## src/rtl/cif_pkg.sv

```systemverilog
// Package: shared types and control-word construction for the CPU injection
// frame formatter. Assumes a 32-bit register bus.
package cif_pkg;

    localparam int unsigned DW          = 32;
    localparam int unsigned GAP_LSB     = 21;
    localparam int unsigned GAP_W       = 4;
    localparam int unsigned EOF_BIT     = 19;
    localparam int unsigned SOF_BIT     = 18;
    localparam int unsigned VB_LSB      = 16;
    localparam logic [GAP_W-1:0] GAP_VAL = 4'd1;

    typedef enum logic [2:0] {
        ST_IDLE,
        ST_SOF,
        ST_HDR,
        ST_BODY,
        ST_EOF,
        ST_CRC
    } seq_state_t;

    // Build a control-register value from its fields.
    function automatic logic [DW-1:0] ctrl_word(input logic sof, input logic eof,
                                                input logic [1:0] vb);
        logic [DW-1:0] w;
        w = '0;
        w[GAP_LSB +: GAP_W] = GAP_VAL;
        w[EOF_BIT]          = eof;
        w[SOF_BIT]          = sof;
        w[VB_LSB +: 2]      = vb;
        return w;
    endfunction

endpackage

```

## src/rtl/cif_frame_plan.sv

```systemverilog
// Frame plan: latches header count and byte length at start and derives the
// payload word count, the padded body word count and the valid-bytes value.
// Assumes load is only asserted while no frame is in progress.
module cif_frame_plan #(
    parameter int unsigned HDR_W          = 4,
    parameter int unsigned LEN_W          = 11,
    parameter int unsigned MIN_CELL_BYTES = 60
) (
    input  logic             clk,
    input  logic             rst_n,
    input  logic             load_i,
    input  logic [HDR_W-1:0] hdr_words_i,
    input  logic [LEN_W-1:0] byte_len_i,
    output logic [HDR_W-1:0] hdr_cnt_o,
    output logic [LEN_W-1:0] pay_words_o,
    output logic [LEN_W-1:0] body_words_o,
    output logic [1:0]       vb_o
);

    localparam int unsigned MIN_WORDS = MIN_CELL_BYTES / 4;
    localparam logic [LEN_W-1:0] MIN_WORDS_L = LEN_W'(MIN_WORDS);
    localparam logic [LEN_W-1:0] MIN_BYTES_L = LEN_W'(MIN_CELL_BYTES);

    logic [HDR_W-1:0] hdr_q;
    logic [LEN_W-1:0] len_q;
    logic [LEN_W:0]   words_ext;

    // Latch frame parameters at start.
    always_ff @(posedge clk) begin
        if (!rst_n) begin
            hdr_q <= '0;
            len_q <= '0;
        end else if (load_i) begin
            hdr_q <= hdr_words_i;
            len_q <= byte_len_i;
        end
    end

    // Derive word counts and the valid-bytes value from latched length.
    always_comb begin
        words_ext    = ({1'b0, len_q} + (LEN_W+1)'(3)) >> 2;
        pay_words_o  = words_ext[LEN_W-1:0];
        body_words_o = (pay_words_o < MIN_WORDS_L) ? MIN_WORDS_L : pay_words_o;
        vb_o         = (len_q >= MIN_BYTES_L) ? len_q[1:0] : 2'd0;
        hdr_cnt_o    = hdr_q;
    end

endmodule

```

## src/rtl/cif_sequencer.sv

```systemverilog
// Sequencer: walks start control, header, body (payload then zero pad), end
// control and CRC phases, generating one write per accepted cycle.
// Assumes gen_ready_i reflects space in the output register.
module cif_sequencer
    import cif_pkg::*;
#(
    parameter int unsigned HDR_W = 4,
    parameter int unsigned LEN_W = 11
) (
    input  logic             clk,
    input  logic             rst_n,
    input  logic             start_i,
    output logic             idle_o,
    input  logic [HDR_W-1:0] hdr_cnt_i,
    input  logic [LEN_W-1:0] pay_words_i,
    input  logic [LEN_W-1:0] body_words_i,
    input  logic [1:0]       vb_i,
    input  logic             in_valid_i,
    input  logic [DW-1:0]    in_data_i,
    output logic             in_ready_o,
    output logic             gen_valid_o,
    output logic             gen_ctrl_o,
    output logic [DW-1:0]    gen_data_o,
    input  logic             gen_ready_i
);

    seq_state_t       state_q, state_d;
    logic [LEN_W-1:0] cnt_q, cnt_d;
    logic [LEN_W-1:0] cnt_inc;
    logic             take_in;
    logic             fire;

    assign cnt_inc = cnt_q + LEN_W'(1);
    assign idle_o  = (state_q == ST_IDLE);

    // Select the write for the current phase.
    always_comb begin
        gen_valid_o = 1'b0;
        gen_ctrl_o  = 1'b0;
        gen_data_o  = '0;
        take_in     = 1'b0;
        unique case (state_q)
            ST_SOF: begin
                gen_valid_o = 1'b1;
                gen_ctrl_o  = 1'b1;
                gen_data_o  = ctrl_word(1'b1, 1'b0, 2'd0);
            end
            ST_HDR: begin
                take_in     = 1'b1;
                gen_valid_o = in_valid_i;
                gen_data_o  = in_data_i;
            end
            ST_BODY: begin
                if (cnt_q < pay_words_i) begin
                    take_in     = 1'b1;
                    gen_valid_o = in_valid_i;
                    gen_data_o  = in_data_i;
                end else begin
                    gen_valid_o = 1'b1;
                end
            end
            ST_EOF: begin
                gen_valid_o = 1'b1;
                gen_ctrl_o  = 1'b1;
                gen_data_o  = ctrl_word(1'b0, 1'b1, vb_i);
            end
            ST_CRC: begin
                gen_valid_o = 1'b1;
            end
            default: begin
                gen_valid_o = 1'b0;
            end
        endcase
    end

    assign fire       = gen_valid_o && gen_ready_i;
    assign in_ready_o = take_in && gen_ready_i;

    // Phase and counter transitions on each accepted write.
    always_comb begin
        state_d = state_q;
        cnt_d   = cnt_q;
        unique case (state_q)
            ST_IDLE: begin
                if (start_i) begin
                    state_d = ST_SOF;
                    cnt_d   = '0;
                end
            end
            ST_SOF: begin
                if (fire) begin
                    cnt_d   = '0;
                    state_d = (hdr_cnt_i == '0) ? ST_BODY : ST_HDR;
                end
            end
            ST_HDR: begin
                if (fire) begin
                    if (cnt_inc == LEN_W'(hdr_cnt_i)) begin
                        cnt_d   = '0;
                        state_d = ST_BODY;
                    end else begin
                        cnt_d = cnt_inc;
                    end
                end
            end
            ST_BODY: begin
                if (fire) begin
                    cnt_d = cnt_inc;
                    if (cnt_inc == body_words_i) state_d = ST_EOF;
                end
            end
            ST_EOF: begin
                if (fire) state_d = ST_CRC;
            end
            ST_CRC: begin
                if (fire) state_d = ST_IDLE;
            end
            default: state_d = ST_IDLE;
        endcase
    end

    // State and counter registers.
    always_ff @(posedge clk) begin
        if (!rst_n) begin
            state_q <= ST_IDLE;
            cnt_q   <= '0;
        end else begin
            state_q <= state_d;
            cnt_q   <= cnt_d;
        end
    end

endmodule

```

## src/rtl/cif_out_stage.sv

```systemverilog
// Output stage: one register holding the presented write. It loads a new
// write only when empty or when the held write is accepted, so a stalled
// write stays unchanged.
module cif_out_stage
    import cif_pkg::*;
(
    input  logic          clk,
    input  logic          rst_n,
    input  logic          gen_valid_i,
    input  logic          gen_ctrl_i,
    input  logic [DW-1:0] gen_data_i,
    output logic          gen_ready_o,
    output logic          wr_valid_o,
    output logic          wr_is_ctrl_o,
    output logic [DW-1:0] wr_data_o,
    input  logic          wr_ready_i
);

    logic          v_q;
    logic          c_q;
    logic [DW-1:0] d_q;

    assign gen_ready_o  = !v_q || wr_ready_i;
    assign wr_valid_o   = v_q;
    assign wr_is_ctrl_o = c_q;
    assign wr_data_o    = d_q;

    // Hold or refill the presented write.
    always_ff @(posedge clk) begin
        if (!rst_n) begin
            v_q <= 1'b0;
            c_q <= 1'b0;
            d_q <= '0;
        end else if (gen_ready_o) begin
            v_q <= gen_valid_i;
            c_q <= gen_valid_i ? gen_ctrl_i : 1'b0;
            d_q <= gen_valid_i ? gen_data_i : '0;
        end
    end

endmodule

```

## src/rtl/cpu_inj_formatter.sv

```systemverilog
// Top: CPU injection frame formatter. Accepts a start pulse with header word
// count and byte length, consumes header and payload words from a stream and
// presents the ordered register writes on a valid/ready port.
// Assumes header words precede payload words on the input stream.
module cpu_inj_formatter
    import cif_pkg::*;
#(
    parameter int unsigned HDR_W          = 4,
    parameter int unsigned LEN_W          = 11,
    parameter int unsigned MIN_CELL_BYTES = 60
) (
    input  logic             clk,
    input  logic             rst_n,
    input  logic             start_i,
    input  logic [HDR_W-1:0] hdr_words_i,
    input  logic [LEN_W-1:0] byte_len_i,
    output logic             busy_o,
    input  logic             in_valid_i,
    output logic             in_ready_o,
    input  logic [31:0]      in_data_i,
    output logic             wr_valid_o,
    input  logic             wr_ready_i,
    output logic             wr_is_ctrl_o,
    output logic [31:0]      wr_data_o
);

    logic             seq_idle;
    logic             start_acc;
    logic [HDR_W-1:0] hdr_cnt;
    logic [LEN_W-1:0] pay_words;
    logic [LEN_W-1:0] body_words;
    logic [1:0]       vb;
    logic             gen_valid;
    logic             gen_ctrl;
    logic [DW-1:0]    gen_data;
    logic             gen_ready;

    // Busy covers the sequence and the last write awaiting acceptance.
    assign busy_o    = !seq_idle || wr_valid_o;
    assign start_acc = start_i && !busy_o;

    cif_frame_plan #(
        .HDR_W          (HDR_W),
        .LEN_W          (LEN_W),
        .MIN_CELL_BYTES (MIN_CELL_BYTES)
    ) u_plan (
        .clk          (clk),
        .rst_n        (rst_n),
        .load_i       (start_acc),
        .hdr_words_i  (hdr_words_i),
        .byte_len_i   (byte_len_i),
        .hdr_cnt_o    (hdr_cnt),
        .pay_words_o  (pay_words),
        .body_words_o (body_words),
        .vb_o         (vb)
    );

    cif_sequencer #(
        .HDR_W (HDR_W),
        .LEN_W (LEN_W)
    ) u_seq (
        .clk          (clk),
        .rst_n        (rst_n),
        .start_i      (start_acc),
        .idle_o       (seq_idle),
        .hdr_cnt_i    (hdr_cnt),
        .pay_words_i  (pay_words),
        .body_words_i (body_words),
        .vb_i         (vb),
        .in_valid_i   (in_valid_i),
        .in_data_i    (in_data_i),
        .in_ready_o   (in_ready_o),
        .gen_valid_o  (gen_valid),
        .gen_ctrl_o   (gen_ctrl),
        .gen_data_o   (gen_data),
        .gen_ready_i  (gen_ready)
    );

    cif_out_stage u_out (
        .clk          (clk),
        .rst_n        (rst_n),
        .gen_valid_i  (gen_valid),
        .gen_ctrl_i   (gen_ctrl),
        .gen_data_i   (gen_data),
        .gen_ready_o  (gen_ready),
        .wr_valid_o   (wr_valid_o),
        .wr_is_ctrl_o (wr_is_ctrl_o),
        .wr_data_o    (wr_data_o),
        .wr_ready_i   (wr_ready_i)
    );

endmodule

```

## config.mk

```make
export PLATFORM = sky130hd
export DESIGN_NAME = cpu_inj_formatter
export DESIGN_NICKNAME = d
export VERILOG_FILES = /design/src/rtl/cif_pkg.sv /design/src/rtl/cif_frame_plan.sv /design/src/rtl/cif_sequencer.sv /design/src/rtl/cif_out_stage.sv /design/src/rtl/cpu_inj_formatter.sv
export SDC_FILE = /design/constraint.sdc
export NUM_CORES = 1
export LEC_CHECK = 0
export ABC_AREA = 1
export ABC_CLOCK_PERIOD_IN_PS = 5300
export BUFFER_PORTS_ARGS = -buffer_cell sky130_fd_sc_hd__buf_2
export CAP_MARGIN = 20
export CORE_MARGIN = 4
export CORE_UTILIZATION = 45
export DETAILED_ROUTE_END_ITERATION = 16
export GPL_TIMING_DRIVEN = 0
export PLACE_DENSITY = 0.69
export SYNTH_ARGS = -nofsm -noshare
export SYNTH_HDL_FRONTEND = slang
export SYNTH_SLANG_ARGS = --single-unit
export TNS_END_PERCENT = 100
```

## constraint.sdc

```tcl
create_clock -name clk -period 5.3 [get_ports clk]
set_input_delay 0.265 -clock clk [delete_from_list [all_inputs] [get_ports clk]]
set_output_delay 0.265 -clock clk [all_outputs]
set_load 0.03 [all_outputs]
```

==> flow_summary.rst <==
.. list-table::
   :header-rows: 1

   * - Metric
     - Value
   * - Count of H-tree levels built during CTS
     - 3
   * - Sequential cell area fraction in the yosys report
     - 0.356
   * - Clock tree skew after final layout
     - 0.0153 ns
   * - Worst-margin pin slew
     - 0.552 ns
   * - Post-synth net total
     - 618
   * - Net load switching power
     - a little over 1000 uW
   * - Critical path, cell by cell
     - nand2_2 -> nor2_1 -> nand3b_1 -> or2_2 -> ha_1 -> a211o_1 -> o21bai_1 -> nor2_1 -> nand3_1 -> nand2_1 -> inv_1 -> nor2_1 -> buf_2
   * - Total placed instance area
     - just over 4000 sq um
   * - Fraction of registers with async set or reset after synthesis
     - 0
   * - Area leader, netlist
     - dfxtp_1
   * - Maximum cell stage delay along the critical path
     - 0.43 ns
   * - Average detailed-routed wire length per instance
     - 12.6 um
   * - Class of the tightest hold or removal check
     - primary input to flip-flop
   * - Post-DP HPWL
     - approximately 7.5 mm
   * - Achievable frequency
     - between 300 and 400 MHz
   * - Endpoint arrival time on the critical path
     - 2.99 ns
   * - Number of CTS-inserted buffers
     - 9
   * - Post-CTS setup buffer count
     - 0
   * - Pin count of the biggest net entering global routing
     - 12
   * - Antenna violations before repair
     - 0
   * - DRC errors left
     - 0
   * - Die span in x
     - 96.8 um
   * - Share of post-route cells with drive strength above 1
     - 0.203
   * - DR pass1 iterations
     - 5
   * - Average cell area after synthesis
     - 6.36 sq um
   * - Critical path launch point type
     - flip-flop
   * - Global-route usage over all layers
     - 0.210
   * - Number of endpoints failing setup at the final stage
     - 0
   * - Insertion delay to the later sink of the worst-skew pair
     - 0.35 ns
   * - Power share of the sequential group
     - 0.295
   * - Most frequently used flop master after synthesis
     - dfxtp_1
   * - Critical-path top delay cell
     - dfxtp_1
   * - Number of clock sinks seen by CTS
     - 63
   * - Minimum period implied by the final worst setup slack
     - roughly 3.3 ns
   * - Hold-fix buffer count after cts
     - 0
   * - Synth Instances
     - roughly 560
   * - WS Path Type
     - flip-flop to output port
   * - Placement Rows
     - 32
   * - Antenna Violating Nets Remaining
     - 0
   * - Post-Synthesis Cell Area
     - around 3500 sq um
   * - Final Cell Area
     - 4330 sq um
   * - Cell chosen for the clock root
     - clkbuf_8
   * - Vias in the first global route
     - 3622
   * - Result of the run
     - finished clean
   * - Quantity of I/O buffers inserted on ports
     - 87
   * - Worst supply voltage drop on vdd
     - 216 uV
   * - Most common cell after layout, fill and taps aside
     - nand2_1
   * - Count of warnings emitted by yosys
     - 0
   * - Height of the die
     - 96.8 um
   * - Top-level port count
     - 88
   * - Number of enable flip-flop cells after synthesis
     - 0
   * - Clk buf depth
     - 2
   * - Slew Limit Fails
     - 0
   * - Final clock period utilization by the worst path
     - 0.613
   * - Ratio of total power to cell area
     - 517 nW/um^2
   * - First-pass GRT wire length
     - approximately 16 mm
   * - Area grow syn2layout
     - 22.2%
   * - Clock-pin slew on the worst setup and hold paths
     - 0.08 ns
   * - Starting density of the core
     - 0.461
   * - TritonCTS clock tree
     - done
   * - Overall die area
     - 9370 sq um
   * - Quantity of gates resized following cts
     - 0
   * - DR iter-0 viols
     - 205
   * - Cell seen most often among critical-path stages
     - nor2_1
   * - Leakage
     - 0.00207 uW
   * - Critical path fanouts, max
     - 5
   * - RSZ-0062 raised after global routing
     - false
   * - Count of antenna diodes in the layout
     - 0
   * - Design Power
     - 2240 uW
   * - Number of distinct library cells after synthesis
     - 35
   * - Cells taking the most area after synthesis
     - dfxtp_1 (36%), nand2_1 (20%), a21oi_1 (6.9%), nor2_1 (6.2%), inv_1 (5.9%)
   * - Fillers
     - 786
   * - Post-layout net count
     - 716
   * - Data required time of the critical path
     - 5.04 ns
   * - Max capacitance violation total
     - 0
   * - Commonest cells after routing, fill and taps aside
     - nand2_1 (189), buf_2 (90), dfxtp_1 (63)
   * - Final-report hold violation count
     - 0
   * - Area of the core
     - between 7000 and 8000 sq um
   * - Worst-case headroom to the max-slew limit
     - 0.630
   * - Final RePlAce weighted congestion
     - 0.940
   * - Gr ovfl total
     - 0
   * - Setup TNS
     - 0 ns
   * - Internal power component
     - 1220 uW
   * - Kind of end point of the critical path
     - output port
   * - Share of the synthesized area in the top cell type
     - 0.356
   * - Register bit count reported by yosys
     - 63
   * - Comb power frac
     - 0.490
   * - Overall via count from detail_route
     - 3728
   * - Via density per instance
     - slightly below 5
   * - Aggregate routed wire length
     - 9.63 mm
   * - Portion of total power attributed to the clock network
     - 0.216
   * - Setup slack, reg-to-reg
     - 2.25 ns
   * - Switch share
     - 0.457
## final timing paths
path	from	to	depth (start not counted)
max	u_plan.len_q[4]$_SDFFE_PN0P_	in_ready_o	13
min	in_data_i[25]	u_out.wr_data_o[25]$_SDFFE_PN0P_	3
max reg2reg	u_plan.len_q[4]$_SDFFE_PN0P_	u_seq.cnt_q[9]$_SDFFE_PN0P_	18
min reg2reg	u_out.wr_data_o[8]$_SDFFE_PN0P_	u_out.wr_data_o[8]$_SDFFE_PN0P_	2
## critical path: cells and delay by family, from the launching register on
kind	cells	cell delay, ns
buffers and inverters	2	0.28
AND/OR/NAND/NOR	8	1.22
adder cells (fa/ha/maj)	1	0.30
AO/OA/AOI/OAI	2	0.41
flip-flops	1	0.43
## power by group through the flow
stage          registers, uW  clock network, uW  logic [uW]
3_3_place_gp             667                  0        1070
6_report                 660                483        1100
2_1_floorplan            703                  0         786
5_1_grt                  674                511        1250
3_5_place_dp             668                  0        1090
4_1_cts                  659                489        1100
## per-stage QoR
stage | hold WS, ns | util | std cells | worst slack (ns)
floorplan | 0.409 | - | 558 | 2.61
global placement | 0.450 | 0.535 | 747 | 2.33
detailed placement | 0.455 | 0.535 | 747 | 2.31
CTS | 0.140 | 0.564 | 763 | 2.06
global route | 0.159 | 0.564 | 763 | 1.77
finish | 0.152 | 0.564 | 763 | 2.05
## per-layer routing
metal  routed length, um  global-route usage  part of all wire
met2                4330               0.343              0.45
met5                   0                   0                 0
met1                4470               0.272              0.46
met4                  86              0.0767            0.0089
met3                 737              0.0469             0.077
## flip-flops by register name, indices dropped and copies added (netlist names)
name                flops
u_out.wr_data_o        32
u_out.wr_valid_o        1
u_seq.cnt_q            11
u_plan.len_q           11
u_out.wr_is_ctrl_o      1
u_seq.state_q           3
u_plan.hdr_cnt_o        4
## cell type report
class	instances	area, sq um	area share
flip-flops and latches	63	1260	0.291
repair buffers	87	435	0.100
well taps	102	128	0.0295
clock buffers	11	141	0.0326
clock inverters	5	81.3	0.0188
inverters	59	221	0.0511
plain buffers	18	100	0.0231
multi-input cells	418	1960	0.453
## synthesized netlist by cell type, types with 2 or more instances
cell,n
nand2_1,189
dfxtp_1,63
nor2_1,59
inv_1,56
a21oi_1,49
nand3_1,39
o21ai_0,21
clkbuf_1,11
ha_1,8
nand2_2,7
nand4_1,7
nor2_2,7
xor2_1,6
nand3_2,4
a31oi_1,3
buf_2,3
a21oi_2,2
buf_6,2
inv_2,2
nand3b_1,2
nor3_1,2
o21ai_1,2
o21bai_1,2
## cell families (layout without fill, tap and decap cells)
logic type / after synthesis / after routing / synth area share
buf+inv: 77 / 180 / 0.0907
xor+xnor: 7 / 7 / 0.0173
simple gates: 319 / 319 / 0.380
fa+ha+maj: 8 / 8 / 0.0282
flops: 63 / 63 / 0.356
compound gates: 84 / 84 / 0.129
(Power assumes the default switching activity.)
